`config.mk`:
```
export PLATFORM = sky130hd
export DESIGN_NAME = bulk_tx_splitter
export DESIGN_NICKNAME = d
export VERILOG_FILES = /design/src/rtl/bts_pkg.sv /design/src/rtl/bts_cfg_decode.sv /design/src/rtl/bts_addr_gen.sv /design/src/rtl/bts_ctrl.sv /design/src/rtl/bulk_tx_splitter.sv
export SDC_FILE = /design/constraint.sdc
export NUM_CORES = 1
export LEC_CHECK = 0
export ABC_AREA = 1
export BUFFER_PORTS_ARGS = -buffer_cell sky130_fd_sc_hd__buf_2
export CAP_MARGIN = 20
export CELL_PAD_IN_SITES_DETAIL_PLACEMENT = 1
export CELL_PAD_IN_SITES_GLOBAL_PLACEMENT = 1
export CORE_MARGIN = 2
export CORE_UTILIZATION = 43
export DETAILED_ROUTE_END_ITERATION = 8
export HOLD_SLACK_MARGIN = 0.06
export PLACE_DENSITY_LB_ADDON = 0.1
export SLEW_MARGIN = 20
export SYNTH_ARGS = -nofsm -noshare
export SYNTH_HDL_FRONTEND = slang
export SYNTH_SLANG_ARGS = --single-unit
export TNS_END_PERCENT = 50
```
`constraint.sdc`:
```
create_clock -name clk -period 6.4 [get_ports clk]
set_input_delay 1.28 -clock clk [delete_from_list [all_inputs] [get_ports clk]]
set_output_delay 1.28 -clock clk [all_outputs]
set_load 0.01 [all_outputs]
```
`src/rtl/bts_pkg.sv`:
```
// Shared widths, state type and payload rule for the bulk transmit splitter.
// Assumes the 16-bit max-packet word layout: payload low, multiplier high.
package bts_pkg;
    localparam int CFG_W  = 16;
    localparam int PAY_W  = 11;
    localparam int MUL_W  = CFG_W - PAY_W;
    localparam int TOT_W  = CFG_W;
    localparam int DATA_W = 8;

    typedef enum logic [1:0] {
        ST_IDLE,
        ST_SEND,
        ST_WAIT
    } bts_state_e;

    // True when a split payload is one of the sizes a bulk packet may take.
    function automatic logic split_payload_ok(input logic [PAY_W-1:0] p);
        return (p == 11'd8) || (p == 11'd16) || (p == 11'd32) || (p == 11'd64);
    endfunction
endpackage

```
`src/rtl/bts_cfg_decode.sv`:
```
// Decodes the max-packet word into payload and packet count and judges it legal.
// Assumes the check is used only at the moment a start is accepted.
module bts_cfg_decode
    import bts_pkg::*;
#(
    parameter int FIFO_DEPTH = 512
) (
    input  logic [CFG_W-1:0] cfg_word,
    input  logic             is_bulk,
    output logic [PAY_W-1:0] payload,
    output logic [MUL_W-1:0] pkt_count,
    output logic             cfg_bad
);
    logic [MUL_W-1:0] mult_raw;
    logic             split;
    logic [TOT_W-1:0] total;
    logic             too_big;
    logic             split_bad;

    // Field split, effective count and legality of the requested transfer.
    always_comb begin
        payload   = cfg_word[PAY_W-1:0];
        mult_raw  = cfg_word[CFG_W-1:PAY_W];
        split     = mult_raw > MUL_W'(1);
        pkt_count = split ? mult_raw : MUL_W'(1);
        total     = TOT_W'(pkt_count) * TOT_W'(payload);
        too_big   = 32'(total) > 32'(FIFO_DEPTH);
        split_bad = split && (!is_bulk || !split_payload_ok(payload));
        cfg_bad   = (payload == '0) || too_big || split_bad;
    end
endmodule

```
`src/rtl/bts_addr_gen.sv`:
```
// Keeps the packet base address and the byte offset inside the packet.
// Assumes a legal transfer never runs past the buffer depth.
module bts_addr_gen
    import bts_pkg::*;
#(
    parameter int AW = 9
) (
    input  logic             clk,
    input  logic             rst_n,
    input  logic             load,
    input  logic [PAY_W-1:0] payload_in,
    input  logic             beat,
    input  logic             rewind,
    input  logic             advance,
    output logic [AW-1:0]    addr,
    output logic             last_beat
);
    logic [AW-1:0]    base_q;
    logic [PAY_W-1:0] off_q;
    logic [PAY_W-1:0] payload_q;

    // Base and offset update: restart, next packet, resend or next byte.
    always_ff @(posedge clk) begin
        if (!rst_n) begin
            base_q    <= '0;
            off_q     <= '0;
            payload_q <= '0;
        end else if (load) begin
            base_q    <= '0;
            off_q     <= '0;
            payload_q <= payload_in;
        end else if (advance) begin
            base_q <= base_q + AW'(payload_q);
            off_q  <= '0;
        end else if (rewind) begin
            off_q <= '0;
        end else if (beat) begin
            off_q <= off_q + PAY_W'(1);
        end
    end

    // Current read address and end-of-packet flag.
    always_comb begin
        addr      = base_q + AW'(off_q);
        last_beat = (off_q == payload_q - PAY_W'(1));
    end
endmodule

```
`src/rtl/bts_ctrl.sv`:
```
// Transfer sequencer: accepts start, walks packets, waits for ack or retry.
// Assumes ack and retry are single-cycle pulses from the packet engine.
module bts_ctrl
    import bts_pkg::*;
(
    input  logic             clk,
    input  logic             rst_n,
    input  logic             start,
    input  logic             cfg_bad,
    input  logic [MUL_W-1:0] pkt_count,
    input  logic             pkt_ready,
    input  logic             pkt_ack,
    input  logic             pkt_retry,
    input  logic             last_beat,
    output logic             busy,
    output logic             pkt_valid,
    output logic             pkt_last,
    output logic             tx_done,
    output logic             cfg_err,
    output logic             load,
    output logic             beat,
    output logic             rewind,
    output logic             advance
);
    bts_state_e       state_q;
    logic [MUL_W-1:0] idx_q;
    logic [MUL_W-1:0] count_q;
    logic             final_pkt;

    // Strobes toward the address generator and handshake outputs.
    always_comb begin
        final_pkt = (idx_q == count_q - MUL_W'(1));
        busy      = (state_q != ST_IDLE);
        pkt_valid = (state_q == ST_SEND);
        pkt_last  = pkt_valid && last_beat;
        load      = (state_q == ST_IDLE) && start && !cfg_bad;
        beat      = pkt_valid && pkt_ready;
        advance   = (state_q == ST_WAIT) && pkt_ack && !final_pkt;
        rewind    = (state_q == ST_WAIT) && !pkt_ack && pkt_retry;
    end

    // State, packet index, latched count, error flag and done pulse.
    always_ff @(posedge clk) begin
        if (!rst_n) begin
            state_q <= ST_IDLE;
            idx_q   <= '0;
            count_q <= '0;
            cfg_err <= 1'b0;
            tx_done <= 1'b0;
        end else begin
            tx_done <= 1'b0;
            case (state_q)
                ST_IDLE: begin
                    if (start) begin
                        cfg_err <= cfg_bad;
                        if (!cfg_bad) begin
                            state_q <= ST_SEND;
                            idx_q   <= '0;
                            count_q <= pkt_count;
                        end
                    end
                end
                ST_SEND: begin
                    if (pkt_ready && last_beat) begin
                        state_q <= ST_WAIT;
                    end
                end
                ST_WAIT: begin
                    if (pkt_ack) begin
                        if (final_pkt) begin
                            state_q <= ST_IDLE;
                            tx_done <= 1'b1;
                        end else begin
                            idx_q   <= idx_q + MUL_W'(1);
                            state_q <= ST_SEND;
                        end
                    end else if (pkt_retry) begin
                        state_q <= ST_SEND;
                    end
                end
                default: state_q <= ST_IDLE;
            endcase
        end
    end
endmodule

```
`src/rtl/bulk_tx_splitter.sv`:
```
// Top of the bulk transmit splitter: cuts one stored block into bus packets.
// Assumes the buffer read is asynchronous (data valid in the addressed cycle).
module bulk_tx_splitter
    import bts_pkg::*;
#(
    parameter int FIFO_DEPTH = 512,
    localparam int AW = $clog2(FIFO_DEPTH)
) (
    input  logic              clk,
    input  logic              rst_n,
    input  logic [CFG_W-1:0]  cfg_maxp,
    input  logic              cfg_bulk,
    input  logic              start,
    output logic              busy,
    output logic              cfg_err,
    output logic              tx_done,
    output logic [AW-1:0]     fifo_rd_addr,
    input  logic [DATA_W-1:0] fifo_rd_data,
    output logic              pkt_valid,
    output logic [DATA_W-1:0] pkt_data,
    output logic              pkt_last,
    input  logic              pkt_ready,
    input  logic              pkt_ack,
    input  logic              pkt_retry
);
    logic [PAY_W-1:0] payload;
    logic [MUL_W-1:0] pkt_count;
    logic             cfg_bad;
    logic             load;
    logic             beat;
    logic             rewind;
    logic             advance;
    logic             last_beat;

    bts_cfg_decode #(.FIFO_DEPTH(FIFO_DEPTH)) u_decode (
        .cfg_word  (cfg_maxp),
        .is_bulk   (cfg_bulk),
        .payload   (payload),
        .pkt_count (pkt_count),
        .cfg_bad   (cfg_bad)
    );

    bts_addr_gen #(.AW(AW)) u_addr (
        .clk        (clk),
        .rst_n      (rst_n),
        .load       (load),
        .payload_in (payload),
        .beat       (beat),
        .rewind     (rewind),
        .advance    (advance),
        .addr       (fifo_rd_addr),
        .last_beat  (last_beat)
    );

    bts_ctrl u_ctrl (
        .clk       (clk),
        .rst_n     (rst_n),
        .start     (start),
        .cfg_bad   (cfg_bad),
        .pkt_count (pkt_count),
        .pkt_ready (pkt_ready),
        .pkt_ack   (pkt_ack),
        .pkt_retry (pkt_retry),
        .last_beat (last_beat),
        .busy      (busy),
        .pkt_valid (pkt_valid),
        .pkt_last  (pkt_last),
        .tx_done   (tx_done),
        .cfg_err   (cfg_err),
        .load      (load),
        .beat      (beat),
        .rewind    (rewind),
        .advance   (advance)
    );

    // Byte path: the addressed buffer byte goes straight to the engine.
    assign pkt_data = fifo_rd_data;
endmodule

```
Word level (Yosys, flattened, before mapping). Index checks and enable logic that the tools add are counted.

$add $sub $neg: 6. Magnitude comparators: 2. Reduce and logical (&&, ||, !) cells: 32. Equal/unequal tests: 14. Muxes and demuxes: 14. Multipliers: 1. Bitwise gates (word level): 2.

Operators by type and width (count): 2-to-1 mux 5 bit (5); adder 9 bit (2); > comparator 16 x 10 -> 1 bit (second input constant) (1); multiplier 5 x 11 -> 16 bit (1); adder 11 x 1 -> 11 bit (second input constant) (1); equality test 11 bit (1); equality test 11 x 4 -> 1 bit (second input constant) (1); equality test 11 x 5 -> 1 bit (second input constant) (1); equality test 11 x 6 -> 1 bit (second input constant) (1); equality test 11 x 7 -> 1 bit (second input constant) (1); logical NOT 11 bit (1); subtractor 11 x 1 -> 11 bit (second input constant) (1); logical AND 1 bit (10); 2-to-1 mux 2 bit (5); case mux 5 bit (2 select lines) (1); != test 2 bit (second input constant) (4); logical OR 1 bit (6); case mux 2 bit (3 select lines) (1); AND reduction 3 bit (2); adder 5 x 1 -> 5 bit (second input constant) (1); equality test 5 bit (1); > comparator 5 x 1 -> 1 bit (second input constant) (1); logical NOT 1 bit (5); AND reduction 5 bit (1); 13 further kinds (16).

Input port bits: 31. Bits in registers: 45. Output and inout port bits: 22.

Longest topological paths before layout.
Depth after elaboration: 11. Depth in mapped cells: 25. Depth with buffers taken out: 23.

Hierarchy. Synthesis repeated with hierarchy kept, for this count alone.

Cells, all modules: 867. Area, all modules: 5481.5 um^2.

Modules (own cells, without submodules): bts_addr_gen (sequential area each 620.6 um^2, cells each 349, times used 1, area an instance 2296.0 um^2); bts_cfg_decode (sequential area each 0.0 um^2, cells each 363, times used 1, area an instance 2183.3 um^2); bts_ctrl (sequential area each 280.3 um^2, cells each 147, times used 1, area an instance 942.2 um^2); bulk_tx_splitter (sequential area each 0.0 um^2, cells each 8, times used 1, area an instance 60.1 um^2).

Least setup slack after synthesis. OpenSTA, ideal clock, no wires.

Path kind: input to register. From: input cfg_maxp[14]. To: register u_addr.payload_q[0]. Buffers on the path: 2. Library setup time: 0.113 ns. Arrival: 4.848 ns. Path slack: 1.439 ns. Cell stages on the path: 20. Required time: 6.287 ns. Cell sequence: clkbuf_1 -> nand2_1 -> inv_1 -> fa_1 -> fa_1 -> inv_1 -> fa_1 -> inv_1 -> ha_1 -> a21oi_1 -> nand2_1 -> a21oi_1 -> nand2_1 -> nand2_1 -> nand3_1 -> a21oi_2 -> nand4_4 -> clkbuf_2 -> o21ai_1 -> nor2_1.

Cells in the longest elaborated chain, start to end: 8. Elaborated cells on any way between the ends: 9. Those cells by class: mul: 1; order compare: 2; mux: 1; reduce/logical: 5.

Ends and longest elaborated chain: start: declaration (line bulk_tx_splitter.sv:11) `input logic [CFG_W-1:0] cfg_maxp,`; > comparator 5 x 1 -> 1 bit (line bts_cfg_decode.sv:24) `split = mult_raw > MUL_W'(1);`; 2-to-1 mux 5 bit (line bts_cfg_decode.sv:25) `pkt_count = split ? mult_raw : MUL_W'(1);`; multiplier 5 x 11 -> 16 bit (line bts_cfg_decode.sv:26) `total = TOT_W'(pkt_count) * TOT_W'(payload);`; > comparator 16 x 10 -> 1 bit (line bts_cfg_decode.sv:27) `too_big = 32'(total) > 32'(FIFO_DEPTH);`; logical OR 1 bit (line bts_cfg_decode.sv:29) `cfg_bad = (payload == '0) || too_big || split_bad;`; logical OR 1 bit (*) (line bts_cfg_decode.sv:29); logical NOT 1 bit (*) (line bts_ctrl.sv:36) `load = (state_q == ST_IDLE) && start && !cfg_bad;`; logical AND 1 bit (*) (line bts_ctrl.sv:36); end signal: assignment (line bts_addr_gen.sv:31) `payload_q <= payload_in;`; end: declaration (line bts_addr_gen.sv:20) `logic [PAY_W-1:0] payload_q;`.

Every way passes the cells marked *; elsewhere a longest branch is shown, timed or not. A chain may end at the register's enable or synchronous reset.

Worst setup path after layout.
From: input cfg_maxp[14]. To: register u_addr.off_q[5].

Cells in the longest elaborated chain, start to end: 9. Elaborated cells on any way between the ends: 10. Those cells by class: mul: 1; order compare: 2; mux: 1; reduce/logical: 6.

Ends and longest elaborated chain: > comparator 5 x 1 -> 1 bit (line bts_cfg_decode.sv:24); 2-to-1 mux 5 bit (line bts_cfg_decode.sv:25); multiplier 5 x 11 -> 16 bit (line bts_cfg_decode.sv:26); > comparator 16 x 10 -> 1 bit (line bts_cfg_decode.sv:27); logical OR 1 bit (line bts_cfg_decode.sv:29); logical OR 1 bit (*) (line bts_cfg_decode.sv:29); logical NOT 1 bit (*) (line bts_ctrl.sv:36); logical AND 1 bit (*) (line bts_ctrl.sv:36); OR reduction 4 bit (no source line) (*); end signal: assignment (line bts_addr_gen.sv:38) `off_q <= off_q + PAY_W'(1);`; end: declaration (line bts_addr_gen.sv:19) `logic [PAY_W-1:0] off_q;`.

Marks and branches as above.

==> impl_metrics.env <==
export IMPL_crit_top_cell="nand2_1"
export IMPL_die_x_um=114
export IMPL_worst_slew_pin_slew_ns=0.556
export IMPL_pre_cts_slack_ns=0.755
export IMPL_synthTopCellsByArea="dfxtp_1 17%, nand2_1 14%, fa_1 11%"
export IMPL_finalClockSkew_ns=0.00550
export IMPL_dieHeight_um=114
export IMPL_critPathLaunchType="primary input"
export IMPL_cellLeakagePower_nw=3.15
export IMPL_layout_commonest_cell="nand2_1"
export IMPL_yosys_area_top_type="dfxtp_1"
export IMPL_grt_pass1_vias=5241
export IMPL_maxSlewViolCount=0
export IMPL_hold_buffers=0
export IMPL_yosysWarnings=0
export IMPL_p_seq_share_pct=28.5
export IMPL_relSlewSlack_pct=62.8
export IMPL_gp_congestion=0.879
export IMPL_maxCapViolations=0
export IMPL_cts_sinks=45
export IMPL_clk_pin_slew_worst_paths_ns=0.06
export IMPL_cts_root_buffer="clkbuf_16"
export IMPL_synth_edf_count=0
export IMPL_finalSetupTns_ns=0
export IMPL_finalCritPeriodShare_pct=83.7
export IMPL_synth_seq_area_share_pct=17.4
export IMPL_switching_share_pct=41.5
export IMPL_track_usage_pct=22.9
export IMPL_port_buffers=36
export IMPL_via_per_inst=5.08
export IMPL_htree_num_levels=2
export IMPL_antenna_found_initial=0
export IMPL_slowest_delay_ns=0.56
export IMPL_cp_required_ns=6.56
export IMPL_p_clk_share_pct=25.7
export IMPL_critPathKind="in -> reg"
export IMPL_endpoint_kind="register"
export IMPL_layout_common_cells="196 x nand2_1, 153 x inv_1, 94 x nor2_1"
export IMPL_io_pins=53
export IMPL_syn_nets=900
export IMPL_worstPathCellList="buf_2, nand2_1, inv_1, fa_1, fa_1, inv_1, fa_1, inv_1, ha_1, a21oi_1, nand2_1, a21oi_1, nand2_1, nand2_1, nand3_1, a21oi_2, nand4_4, nand3_1, a21oi_1"
export IMPL_firstDrtPassIters=4
export IMPL_rsz0062_at_grt="false"
export IMPL_synth_top_area_share_pct=17.4
export IMPL_synthArstFlopShare_pct=0
export IMPL_cts_resized=0
export IMPL_layout_setup_ws_ns=1.04
export IMPL_cts_setup_buffers=0
export IMPL_hold_path_class="reg -> reg"
export IMPL_grt_ovfl_total=0
export IMPL_grt_pass1_wl_um=24200
export IMPL_synth_ff_type="dfxtp_1"
export IMPL_setup_viol=0
export IMPL_grt_max_degree=25
export IMPL_insertion_delay_ns=0.29
export IMPL_crit_fanout=19
export IMPL_postSynthCellCount=796
export IMPL_status="completed"
export IMPL_crit_slowest_cell="fa_1"
export IMPL_p_per_area_nw_per_um2=188
export IMPL_num_antenna_cells=0
export IMPL_netlist_area_um2=5170
export IMPL_max_vdd_ir_drop_mv=0.0992
export IMPL_area_growth_pct=6.97
export IMPL_via_count=4876
export IMPL_coreArea_um2=11900
export IMPL_initial_core_util_pct=43.6
export IMPL_dp_hpwl_um=11800
export IMPL_drive_gt1_share_pct=8.62
export IMPL_power_frac_comb_pct=45.8
export IMPL_nets=915
export IMPL_p_sw_mw=0.431
export IMPL_cts_tree="done"
export IMPL_drc=0
export IMPL_avgRoutedWirePerCell_um=14.7
export IMPL_hold_violations=0
export IMPL_drt_total_wl_um=14100
export IMPL_drt_initial_drc_count=143
export IMPL_dieArea_um2=12900
export IMPL_holdWs_ns=0.484
export IMPL_rows=40
export IMPL_max_freq_mhz=187
export IMPL_period_needed_ns=5.36
export IMPL_ys_types=43
export IMPL_numCtsBuffers=5
export IMPL_ant_nets=0
export IMPL_p_int_mw=0.607
export IMPL_clockBufferDepth=2
export IMPL_yosys_register_bits=45
export IMPL_worst_endpoint_arrival_ns=5.51
export IMPL_syn_avg_cell_area_um2=6.50
==> path summary, 6_finish.rpt <==
path / cells after the start / slack [ns] / end / from
worst max register to register: 11 / 3.64 / u_addr.off_q[5] / u_ctrl.count_q[0]
worst min-delay path: 2 / 0.48 / u_ctrl.cfg_err / u_ctrl.cfg_err
worst min register to register: 2 / 0.48 / u_ctrl.cfg_err / u_ctrl.cfg_err
worst max-delay path: 19 / 1.04 / u_addr.off_q[5] / cfg_maxp[14]
==> power groups by stage <==
stage                     registers [mW]  logic [mW]  clock network, mW
after detailed placement           0.302       0.480                  0
after floorplan                    0.299       0.369                  0
after global routing               0.297       0.553              0.283
after global placement             0.302       0.460                  0
final                              0.296       0.476              0.267
after CTS                          0.296       0.484              0.273
==> state kept, by name, indices dropped and copies added (netlist names) <==
signal / flops
u_ctrl.state_q: 2
u_ctrl.count_q: 5
u_ctrl.tx_done: 1
u_addr.off_q: 11
u_addr.payload_q: 11
u_ctrl.idx_q: 5
u_addr.base_q: 9
u_ctrl.cfg_err: 1
==> area by class of cell <==
class | instances | area [µm²]
clock buffers | 6 | 139
clock inverters | 2 | 13.8
fillers | 1634 | 6330
inverters | 156 | 587
multi-input cells | 567 | 3530
flip-flops and latches | 45 | 901
well taps | 147 | 184
repair buffers | 36 | 180
==> logic make-up after synthesis <==
group	count (synthesis)	share of synthesized area, %
xor gates and xnor gates	43	7.28
DFF	45	17.4
adders and majority gates	73	21.9
and+or+nand+nor	371	30.8
muxes	1	0.194
AOI/OAI and AO/OA	79	8.10
buffers and inverters	184	14.4
==> synthesized netlist by cell type (2+ instances only) <==
cell	number
nand3_1	40
fa_1	29
clkbuf_2	3
a21oi_1	43
o21ai_1	10
buf_2	5
buf_4	9
a31oi_1	2
nand3b_1	5
nand2_1	196
ha_1	44
clkbuf_1	10
nor2_4	3
nand2_2	2
nor3_1	3
xor2_1	26
o21ai_0	16
xnor2_1	17
dfxtp_1	45
nor2_2	3
or2_2	10
nor2_1	94
o211ai_1	2
inv_1	153
nand4_1	8
==> layer usage <==
metal / share of wire (%) / global-route usage [%] / vias to the layer above / wire [µm]
li1: - / - / 2448 / -
met1: 42 / 25.0 / 2370 / 5910
met2: 55 / 47.0 / 33 / 7770
met3: 1.4 / 1.86 / 25 / 196
met4: 1.6 / 5.85 / 0 / 232
met5: 0 / 0 / - / 0
==> metrics by stage <==
step           power [mW]  utilization [%]  cells  instance area [µm²]
2_1_floorplan       0.668                -    796                 5170
5_1_grt              1.13             46.6    959                 5530
3_3_place_gp        0.762             45.4    951                 5380
6_report             1.04             46.6    959                 5530
3_5_place_dp        0.782             45.4    951                 5380
4_1_cts              1.05             46.6    959                 5530
==> critical path, delay by kind of cell <==
family / cells / cell delay [ns]
and+or+nand+nor: 7 / 1.23
adders and majority gates: 4 / 1.88
buffers and inverters: 4 / 0.43
AOI/OAI and AO/OA: 4 / 0.67
No activity file was read; power rests on OpenSTA's default activity.
